$ cat config.mk
export PLATFORM = sky130hd
export DESIGN_NAME = pwlock_guard
export DESIGN_NICKNAME = d
export VERILOG_FILES = /design/src/rtl/pwlock_pkg.sv /design/src/rtl/pwlock_store.sv /design/src/rtl/pwlock_prot_bank.sv /design/src/rtl/pwlock_fsm.sv /design/src/rtl/pwlock_guard.sv
export SDC_FILE = /design/constraint.sdc
export NUM_CORES = 1
export LEC_CHECK = 0
export BUFFER_PORTS_ARGS = -buffer_cell sky130_fd_sc_hd__buf_4
export CAP_MARGIN = 10
export CORE_MARGIN = 5
export CORE_UTILIZATION = 55
export CTS_BUF_LIST = sky130_fd_sc_hd__clkbuf_4 sky130_fd_sc_hd__clkbuf_8
export CTS_CLUSTER_SIZE = 28
export DETAILED_ROUTE_END_ITERATION = 8
export PLACE_DENSITY = 0.77
export REMOVE_ABC_BUFFERS = 1
export SYNTH_ARGS = -nofsm -noshare
export SYNTH_HDL_FRONTEND = slang
export SYNTH_SLANG_ARGS = --single-unit
$ cat constraint.sdc
create_clock -name clk -period 4.15 [get_ports clk]
set_input_delay 0.2075 -clock clk [delete_from_list [all_inputs] [get_ports clk]]
set_output_delay 0.2075 -clock clk [all_outputs]
set_load 0.01 [all_outputs]
$ cat src/rtl/pwlock_pkg.sv
package pwlock_pkg;

    typedef enum logic [2:0] {
        ST_IDLE,
        ST_PW_DATA,
        ST_NEWPW_DATA,
        ST_PROG_DATA,
        ST_ERASE_CONF,
        ST_PROT_CONF,
        ST_BUSY
    } lock_state_e;

    localparam logic [7:0] CMD_PW_SETUP  = 8'h78;
    localparam logic [7:0] CMD_PW_NEW    = 8'h3C;
    localparam logic [7:0] CMD_PROG      = 8'h48;
    localparam logic [7:0] CMD_ERASE     = 8'h20;
    localparam logic [7:0] CMD_PROT      = 8'h60;
    localparam logic [7:0] CMD_CLR_STAT  = 8'h50;
    localparam logic [7:0] CONF_GO       = 8'hD0;
    localparam logic [7:0] CONF_SET_PROT = 8'h01;

    localparam int unsigned STAT_READY    = 7;
    localparam int unsigned STAT_PW_ERR   = 4;
    localparam int unsigned STAT_SEQ_ERR  = 3;
    localparam int unsigned STAT_PROT_ERR = 1;
    localparam int unsigned STAT_UNLOCKED = 0;

endpackage

$ cat src/rtl/pwlock_store.sv
module pwlock_store #(
    parameter int unsigned       HALF_W   = 32,
    parameter logic [2*HALF_W-1:0] RESET_PW = '0
) (
    input  logic              clk,
    input  logic              rst_n,
    input  logic              load_en,
    input  logic              load_half,
    input  logic              cmp_half,
    input  logic [HALF_W-1:0] data_in,
    output logic              half_match
);
    localparam int unsigned NUM_HALVES = 2;

    logic [HALF_W-1:0] half_q [NUM_HALVES];

    for (genvar h = 0; h < NUM_HALVES; h++) begin : g_half
        always_ff @(posedge clk) begin
            if (!rst_n) begin
                half_q[h] <= RESET_PW[h*HALF_W +: HALF_W];
            end else if (load_en && (load_half == h[0])) begin
                half_q[h] <= data_in;
            end
        end
    end

    always_comb begin
        half_match = (data_in == half_q[cmp_half]);
    end

endmodule

$ cat src/rtl/pwlock_prot_bank.sv
module pwlock_prot_bank #(
    parameter int unsigned BLK_W = 3
) (
    input  logic             clk,
    input  logic             rst_n,
    input  logic             upd_en,
    input  logic [BLK_W-1:0] upd_blk,
    input  logic             upd_val,
    output logic [(1<<BLK_W)-1:0] prot_vec
);
    localparam int unsigned NUM_BLK = 1 << BLK_W;

    for (genvar b = 0; b < NUM_BLK; b++) begin : g_blk
        always_ff @(posedge clk) begin
            if (!rst_n) begin
                prot_vec[b] <= 1'b1;
            end else if (upd_en && (upd_blk == BLK_W'(b))) begin
                prot_vec[b] <= upd_val;
            end
        end
    end

endmodule

$ cat src/rtl/pwlock_fsm.sv
module pwlock_fsm
    import pwlock_pkg::*;
#(
    parameter int unsigned ADDR_W       = 20,
    parameter int unsigned BLK_W        = 3,
    parameter int unsigned GUARD_BLOCKS = 2,
    parameter int unsigned BUSY_CYCLES  = 4,
    parameter bit          PW_ENABLE    = 1'b1
) (
    input  logic              clk,
    input  logic              rst_n,
    input  logic              wr_en,
    input  logic [ADDR_W-1:0] wr_addr,
    input  logic [31:0]       wr_data,
    input  logic              wp_n,
    input  logic [(1<<BLK_W)-1:0] prot_vec,
    input  logic              half_match,
    output logic              cmp_half,
    output logic              pw_load_en,
    output logic              pw_load_half,
    output logic              prot_upd_en,
    output logic [BLK_W-1:0]  prot_upd_blk,
    output logic              prot_upd_val,
    output logic [7:0]        status,
    output logic              op_go,
    output logic              op_erase,
    output logic [BLK_W-1:0]  op_blk
);
    localparam int unsigned CNT_W = (BUSY_CYCLES < 2) ? 1 : $clog2(BUSY_CYCLES);
    localparam logic [CNT_W-1:0] CNT_LOAD = CNT_W'(BUSY_CYCLES - 1);

    lock_state_e state_q, state_d;
    logic [CNT_W-1:0] cnt_q, cnt_d;
    logic half_q, half_d;
    logic lo_ok_q, lo_ok_d;
    logic unl_q, unl_d;
    logic pw_err_q, pw_err_d;
    logic seq_err_q, seq_err_d;
    logic prot_err_q, prot_err_d;
    logic go_q, go_d;
    logic erase_q, erase_d;
    logic [BLK_W-1:0] blk_q, blk_d;

    logic [7:0]       code;
    logic [BLK_W-1:0] wr_blk;
    logic             guarded;
    logic             denied;
    logic             addr_is_half;
    logic             addr_is_pair;

    always_comb begin
        code         = wr_data[7:0];
        wr_blk       = wr_addr[ADDR_W-1 -: BLK_W];
        guarded      = (int'(wr_blk) < int'(GUARD_BLOCKS));
        denied       = (PW_ENABLE && guarded && !unl_q) || (!wp_n && prot_vec[wr_blk]);
        addr_is_half = (wr_addr == {{(ADDR_W-1){1'b0}}, half_q});
        addr_is_pair = (wr_addr[ADDR_W-1:1] == '0);
        cmp_half     = half_q;
    end

    // State register and result flags
    always_ff @(posedge clk) begin
        if (!rst_n) begin
            state_q    <= ST_IDLE;
            cnt_q      <= '0;
            half_q     <= 1'b0;
            lo_ok_q    <= 1'b0;
            unl_q      <= 1'b0;
            pw_err_q   <= 1'b0;
            seq_err_q  <= 1'b0;
            prot_err_q <= 1'b0;
            go_q       <= 1'b0;
            erase_q    <= 1'b0;
            blk_q      <= '0;
        end else begin
            state_q    <= state_d;
            cnt_q      <= cnt_d;
            half_q     <= half_d;
            lo_ok_q    <= lo_ok_d;
            unl_q      <= unl_d;
            pw_err_q   <= pw_err_d;
            seq_err_q  <= seq_err_d;
            prot_err_q <= prot_err_d;
            go_q       <= go_d;
            erase_q    <= erase_d;
            blk_q      <= blk_d;
        end
    end

    // Next state and per-write decisions
    always_comb begin
        state_d      = state_q;
        cnt_d        = cnt_q;
        half_d       = half_q;
        lo_ok_d      = lo_ok_q;
        unl_d        = unl_q;
        pw_err_d     = pw_err_q;
        seq_err_d    = seq_err_q;
        prot_err_d   = prot_err_q;
        go_d         = 1'b0;
        erase_d      = erase_q;
        blk_d        = blk_q;
        pw_load_en   = 1'b0;
        pw_load_half = wr_addr[0];
        prot_upd_en  = 1'b0;
        prot_upd_blk = wr_blk;
        prot_upd_val = 1'b0;

        unique case (state_q)
            ST_IDLE: begin
                if (wr_en) begin
                    case (code)
                        CMD_PW_SETUP: begin
                            if (PW_ENABLE) state_d = ST_PW_DATA;
                            else           seq_err_d = 1'b1;
                        end
                        CMD_PW_NEW: begin
                            if (PW_ENABLE) state_d = ST_NEWPW_DATA;
                            else           seq_err_d = 1'b1;
                        end
                        CMD_PROG:  state_d = ST_PROG_DATA;
                        CMD_ERASE: state_d = ST_ERASE_CONF;
                        CMD_PROT:  state_d = ST_PROT_CONF;
                        CMD_CLR_STAT: begin
                            pw_err_d   = 1'b0;
                            seq_err_d  = 1'b0;
                            prot_err_d = 1'b0;
                        end
                        default: seq_err_d = 1'b1;
                    endcase
                end
            end

            ST_PW_DATA: begin
                if (wr_en) begin
                    state_d = ST_BUSY;
                    cnt_d   = CNT_LOAD;
                    if (!addr_is_half) begin
                        seq_err_d = 1'b1;
                        half_d    = 1'b0;
                        lo_ok_d   = 1'b0;
                    end else if (!half_q) begin
                        half_d  = 1'b1;
                        lo_ok_d = half_match;
                        if (!half_match) pw_err_d = 1'b1;
                    end else begin
                        half_d  = 1'b0;
                        lo_ok_d = 1'b0;
                        if (lo_ok_q && half_match) unl_d = 1'b1;
                        else                       pw_err_d = 1'b1;
                    end
                end
            end

            ST_NEWPW_DATA: begin
                if (wr_en) begin
                    state_d = ST_BUSY;
                    cnt_d   = CNT_LOAD;
                    if (!addr_is_pair)  seq_err_d  = 1'b1;
                    else if (!unl_q)    prot_err_d = 1'b1;
                    else                pw_load_en = 1'b1;
                end
            end

            ST_PROG_DATA: begin
                if (wr_en) begin
                    state_d = ST_BUSY;
                    cnt_d   = CNT_LOAD;
                    if (denied) begin
                        prot_err_d = 1'b1;
                    end else begin
                        go_d    = 1'b1;
                        erase_d = 1'b0;
                        blk_d   = wr_blk;
                    end
                end
            end

            ST_ERASE_CONF: begin
                if (wr_en) begin
                    state_d = ST_BUSY;
                    cnt_d   = CNT_LOAD;
                    if (code != CONF_GO) begin
                        seq_err_d = 1'b1;
                    end else if (denied) begin
                        prot_err_d = 1'b1;
                    end else begin
                        go_d    = 1'b1;
                        erase_d = 1'b1;
                        blk_d   = wr_blk;
                    end
                end
            end

            ST_PROT_CONF: begin
                if (wr_en) begin
                    state_d = ST_BUSY;
                    cnt_d   = CNT_LOAD;
                    if (code == CONF_GO) begin
                        prot_upd_en  = 1'b1;
                        prot_upd_val = 1'b0;
                    end else if (code == CONF_SET_PROT) begin
                        prot_upd_en  = 1'b1;
                        prot_upd_val = 1'b1;
                    end else begin
                        seq_err_d = 1'b1;
                    end
                end
            end

            ST_BUSY: begin
                if (cnt_q == '0) state_d = ST_IDLE;
                else             cnt_d   = cnt_q - 1'b1;
            end
        endcase
    end

    // Outputs
    always_comb begin
        status = '0;
        status[STAT_READY]    = (state_q != ST_BUSY);
        status[STAT_PW_ERR]   = pw_err_q;
        status[STAT_SEQ_ERR]  = seq_err_q;
        status[STAT_PROT_ERR] = prot_err_q;
        status[STAT_UNLOCKED] = unl_q;
        op_go    = go_q;
        op_erase = erase_q;
        op_blk   = blk_q;
    end

endmodule

$ cat src/rtl/pwlock_guard.sv
module pwlock_guard #(
    parameter int unsigned  ADDR_W       = 20,
    parameter int unsigned  BLK_W        = 3,
    parameter int unsigned  GUARD_BLOCKS = 2,
    parameter int unsigned  BUSY_CYCLES  = 4,
    parameter bit           PW_ENABLE    = 1'b1,
    parameter logic [63:0]  RESET_PW     = 64'h0123_4567_89AB_CDEF
) (
    input  logic              clk,
    input  logic              rst_n,
    input  logic              wr_en,
    input  logic [ADDR_W-1:0] wr_addr,
    input  logic [31:0]       wr_data,
    input  logic              wp_n,
    output logic [7:0]        status,
    output logic              op_go,
    output logic              op_erase,
    output logic [BLK_W-1:0]  op_blk
);
    localparam int unsigned HALF_W  = 32;
    localparam int unsigned NUM_BLK = 1 << BLK_W;

    logic               half_match;
    logic               cmp_half;
    logic               pw_load_en;
    logic               pw_load_half;
    logic               prot_upd_en;
    logic [BLK_W-1:0]   prot_upd_blk;
    logic               prot_upd_val;
    logic [NUM_BLK-1:0] prot_vec;

    pwlock_store #(
        .HALF_W   (HALF_W),
        .RESET_PW (RESET_PW)
    ) u_store (
        .clk        (clk),
        .rst_n      (rst_n),
        .load_en    (pw_load_en),
        .load_half  (pw_load_half),
        .cmp_half   (cmp_half),
        .data_in    (wr_data),
        .half_match (half_match)
    );

    pwlock_prot_bank #(
        .BLK_W (BLK_W)
    ) u_prot (
        .clk      (clk),
        .rst_n    (rst_n),
        .upd_en   (prot_upd_en),
        .upd_blk  (prot_upd_blk),
        .upd_val  (prot_upd_val),
        .prot_vec (prot_vec)
    );

    pwlock_fsm #(
        .ADDR_W       (ADDR_W),
        .BLK_W        (BLK_W),
        .GUARD_BLOCKS (GUARD_BLOCKS),
        .BUSY_CYCLES  (BUSY_CYCLES),
        .PW_ENABLE    (PW_ENABLE)
    ) u_fsm (
        .clk          (clk),
        .rst_n        (rst_n),
        .wr_en        (wr_en),
        .wr_addr      (wr_addr),
        .wr_data      (wr_data),
        .wp_n         (wp_n),
        .prot_vec     (prot_vec),
        .half_match   (half_match),
        .cmp_half     (cmp_half),
        .pw_load_en   (pw_load_en),
        .pw_load_half (pw_load_half),
        .prot_upd_en  (prot_upd_en),
        .prot_upd_blk (prot_upd_blk),
        .prot_upd_val (prot_upd_val),
        .status       (status),
        .op_go        (op_go),
        .op_erase     (op_erase),
        .op_blk       (op_blk)
    );

endmodule

==> run_results.csv <==
group,metric,value,unit
clock_tree,path_clk_slew,100,ps
timing,hold-worst-slack,136.1,ps
clock_tree,numCtsBuffers,9,
synth,synthAdderAreaFrac,0.005277,
worst_setup_path,arrival,2770,ps
power_and_ir_drop,vdd_drop_max,0.0002213,V
floorplanning,die_w,102.9,µm
layout,final_util,0.6537,
clock_tree,cts_buffer_depth,2,
global_route,grt_first_pass_wirelength,16150,µm
status,status,"finished, final reports clean",
synth,synth_seq_cells,89,
worst_setup_path,cpPeakStageDelay,990,ps
timing,clock_skew,8.119,ps
power_and_ir_drop,leakage,0.001851,µW
layout,antenna_cells,0,
synth,synth-compound-area-share,0.08470,
detailed_routing,drtIter0Drc,173,
global_route,met1_usage,0.2571,
global_route,met3_usage,0.03789,
worst_setup_path,cp-start-kind,"register",
synth,synthSimpleGateAreaFrac,0.2021,
timing,finalCritPeriodShare,0.5975,
global_route,gr-usage-all-layers,0.1929,
timing,rsz0062_at_grt,"false",
min_path,hold_path_class,"primary input to register",
flow_run,drv_cap,0,
global_route,use_met2,0.3153,
floorplanning,placement_rows,33,
place,routabilityCongestion,0.9413,
worst_setup_path,crit_buf_inv,0,
timing,hold_violations,0,
clock_tree,cts_tree,"yes",
timing,finalSetupTns,0,ps
clock_tree,ctsRootBufferMaster,"clkbuf_8",
synth,yosysUniqueCellTypes,61,
clock_tree,cts.sinks,89,
timing,tightest_slew,1010,ps
synth,synth-xor-area-share,0.06464,
layout,drive_above_1_share,0.2045,
worst_setup_path,critPathTopFamily,"flip-flops",
floorplanning,fp.dieArea,10580,µm²
clock_tree,htreeDepth,3,
synth,synth_cells,428,
layout,final_common_cell,"buf_4",
synth,ys_seq_area_frac,0.5108,
timing,finalSetupViolations,0,
place,portBuffers,65,
synth,ys_async_sr_fraction,0,
worst_setup_path,end_kind,"register",
global_route,grt_max_degree,33,
timing,relSlewSlack,0.3267,
power_and_ir_drop,powerDensity,345.0,nW/µm²
worst_setup_path,slowest_stage,"dfxtp_2",
timing,slew_violations,0,
clock_tree,hold_buffers,0,
global_route,first_global_vias,3412,
detailed_routing,first_pass_iters,5,
worst_setup_path,path_cells,"mux2i_1, xnor2_1, nor4_1, nand4_1, nor2_1, a31o_1",
synth,synth_ff_type,"edfxtp_1",
detailed_routing,totalWireLength,9630,µm
clock_tree,clock_latency,350,ps
global_route,grt-ovfl-total,0,
floorplanning,core_area,8299,µm²
synth,avgSynthCellArea,11.08,µm²
detailed_routing,vias,3350,
floorplanning,die_h,102.9,µm
synth,synth_top_family_by_area,"simple AND/OR/NAND/NOR gates",
synth,synth_mux_area_frac,0.08575,
detailed_routing,drc,0,
synth,synth-warning-count,0,
clock_tree,post_cts_buffers,0,
detailed_routing,drt-vias-per-instance,5.688,
worst_setup_path,crit_fanout,32,
place,place_hpwl,6709,µm
floorplanning,io_pins,69,
clock_tree,cts_resized,0,
timing,layout_min_cycle_time,2480,ps
floorplanning,start_util,0.5714,
detailed_routing,wl_per_cell,16.35,µm
synth,synth_edf_count,64,
global_route,busiest_layer,"met2",
global_route,antenna_found_initial,0,
worst_setup_path,cp_data_required_time,4440,ps
layout,syn_to_final_growth,14.41,%
layout,final_cell_mix,"69 x buf_4, 64 x edfxtp_1, 36 x nand2b_1, 35 x mux2i_1, 35 x xnor2_1",
detailed_routing,drtAntennaViolNets,0,
layout,nNetsFinal,537,
timing,max_freq,403.3,MHz
worst_setup_path,worst-setup-path-type,"register to register",
synth,synthesis.area,4742,µm²
cell families after synthesis:
| family | count (synthesis) |
|---|---|
| adder cells (fa/ha/maj) | 2 |
| other | 1 |
| AO/OA/AOI/OAI | 59 |
| flip-flops | 89 |
| AND/OR/NAND/NOR | 162 |
| XOR/XNOR | 35 |
| multiplexers | 38 |
| buffers and inverters | 42 |
per-layer routing:
metal,up-vias,wire (µm),share of wire
met4,0,118,0.012
met5,-,0,0
met2,113,4643,0.48
met1,1586,4250,0.44
met3,13,617,0.064
li1,1638,-,-
path summary, 6_finish.rpt:
| kind | from | to | slack, ps | depth (start not counted) |
|---|---|---|---|---|
| hold / removal | wr_data[21] | u_store.half_q[1][21] | 140 | 2 |
| setup reg to reg | register | u_fsm.lo_ok_q | 1670 | 6 |
| setup / recovery | register | u_fsm.lo_ok_q | 1670 | 6 |
| hold reg to reg | u_prot.prot_vec[1] | u_prot.prot_vec[1] | 500 | 2 |
state kept, by name (all words and copies together), names as in the netlist, 2 cells and up, named ones only:
name / cells
u_prot.prot_vec: 8
u_fsm.cnt_q: 2
u_fsm.state_q: 3
u_fsm.op_blk: 3
u_store.half_q: 64
final cells by class:
cell class              count  area (µm²)
well taps                 105       131.4
repair buffers             69       518.0
clock buffers               9       123.9
clock inverters             7       70.07
flip-flops and latches     89        2424
inverters                  11       41.29
fillers                   644        2874
multi-input cells         299        2117
report_power, final:
| group | switching (µW) | internal (µW) | leakage (µW) |
|---|---|---|---|
| Sequential | 26.0 | 991 | 0.000829 |
| Clock | 311 | 278 | 0.0000909 |
| Combinational | 144 | 122 | 0.000931 |
metrics by stage:
stage / area [µm²] / setup slack (ps) / power, µW / std cells
finish: 5425 / 1670 / 1872 / 589
global route: 5425 / 1555 / 1956 / 589
CTS: 5425 / 1679 / 1877 / 589
detailed placement: 5231 / 1681 / 1302 / 573
global placement: 5231 / 1787 / 1290 / 573
floorplan: 4573 / 430.4 / 1192 / 399
Yosys cell counts, types with 8 or more instances:
cell | count | area (µm²)
nand3_1 | 10 | 50.05
nand2b_1 | 36 | 225.2
o21ai_0 | 8 | 40.04
nor4_1 | 15 | 93.84
nor2_1 | 24 | 90.09
mux2i_1 | 35 | 350.3
xnor2_1 | 35 | 306.5
nand2_1 | 17 | 63.81
a21oi_1 | 9 | 45.04
and2_1 | 33 | 206.5
buf_2 | 15 | 75.07
edfxtp_1 | 64 | 1922
dfxtp_1 | 25 | 500.5
Note: power is estimated with default switching activity, not from simulation.
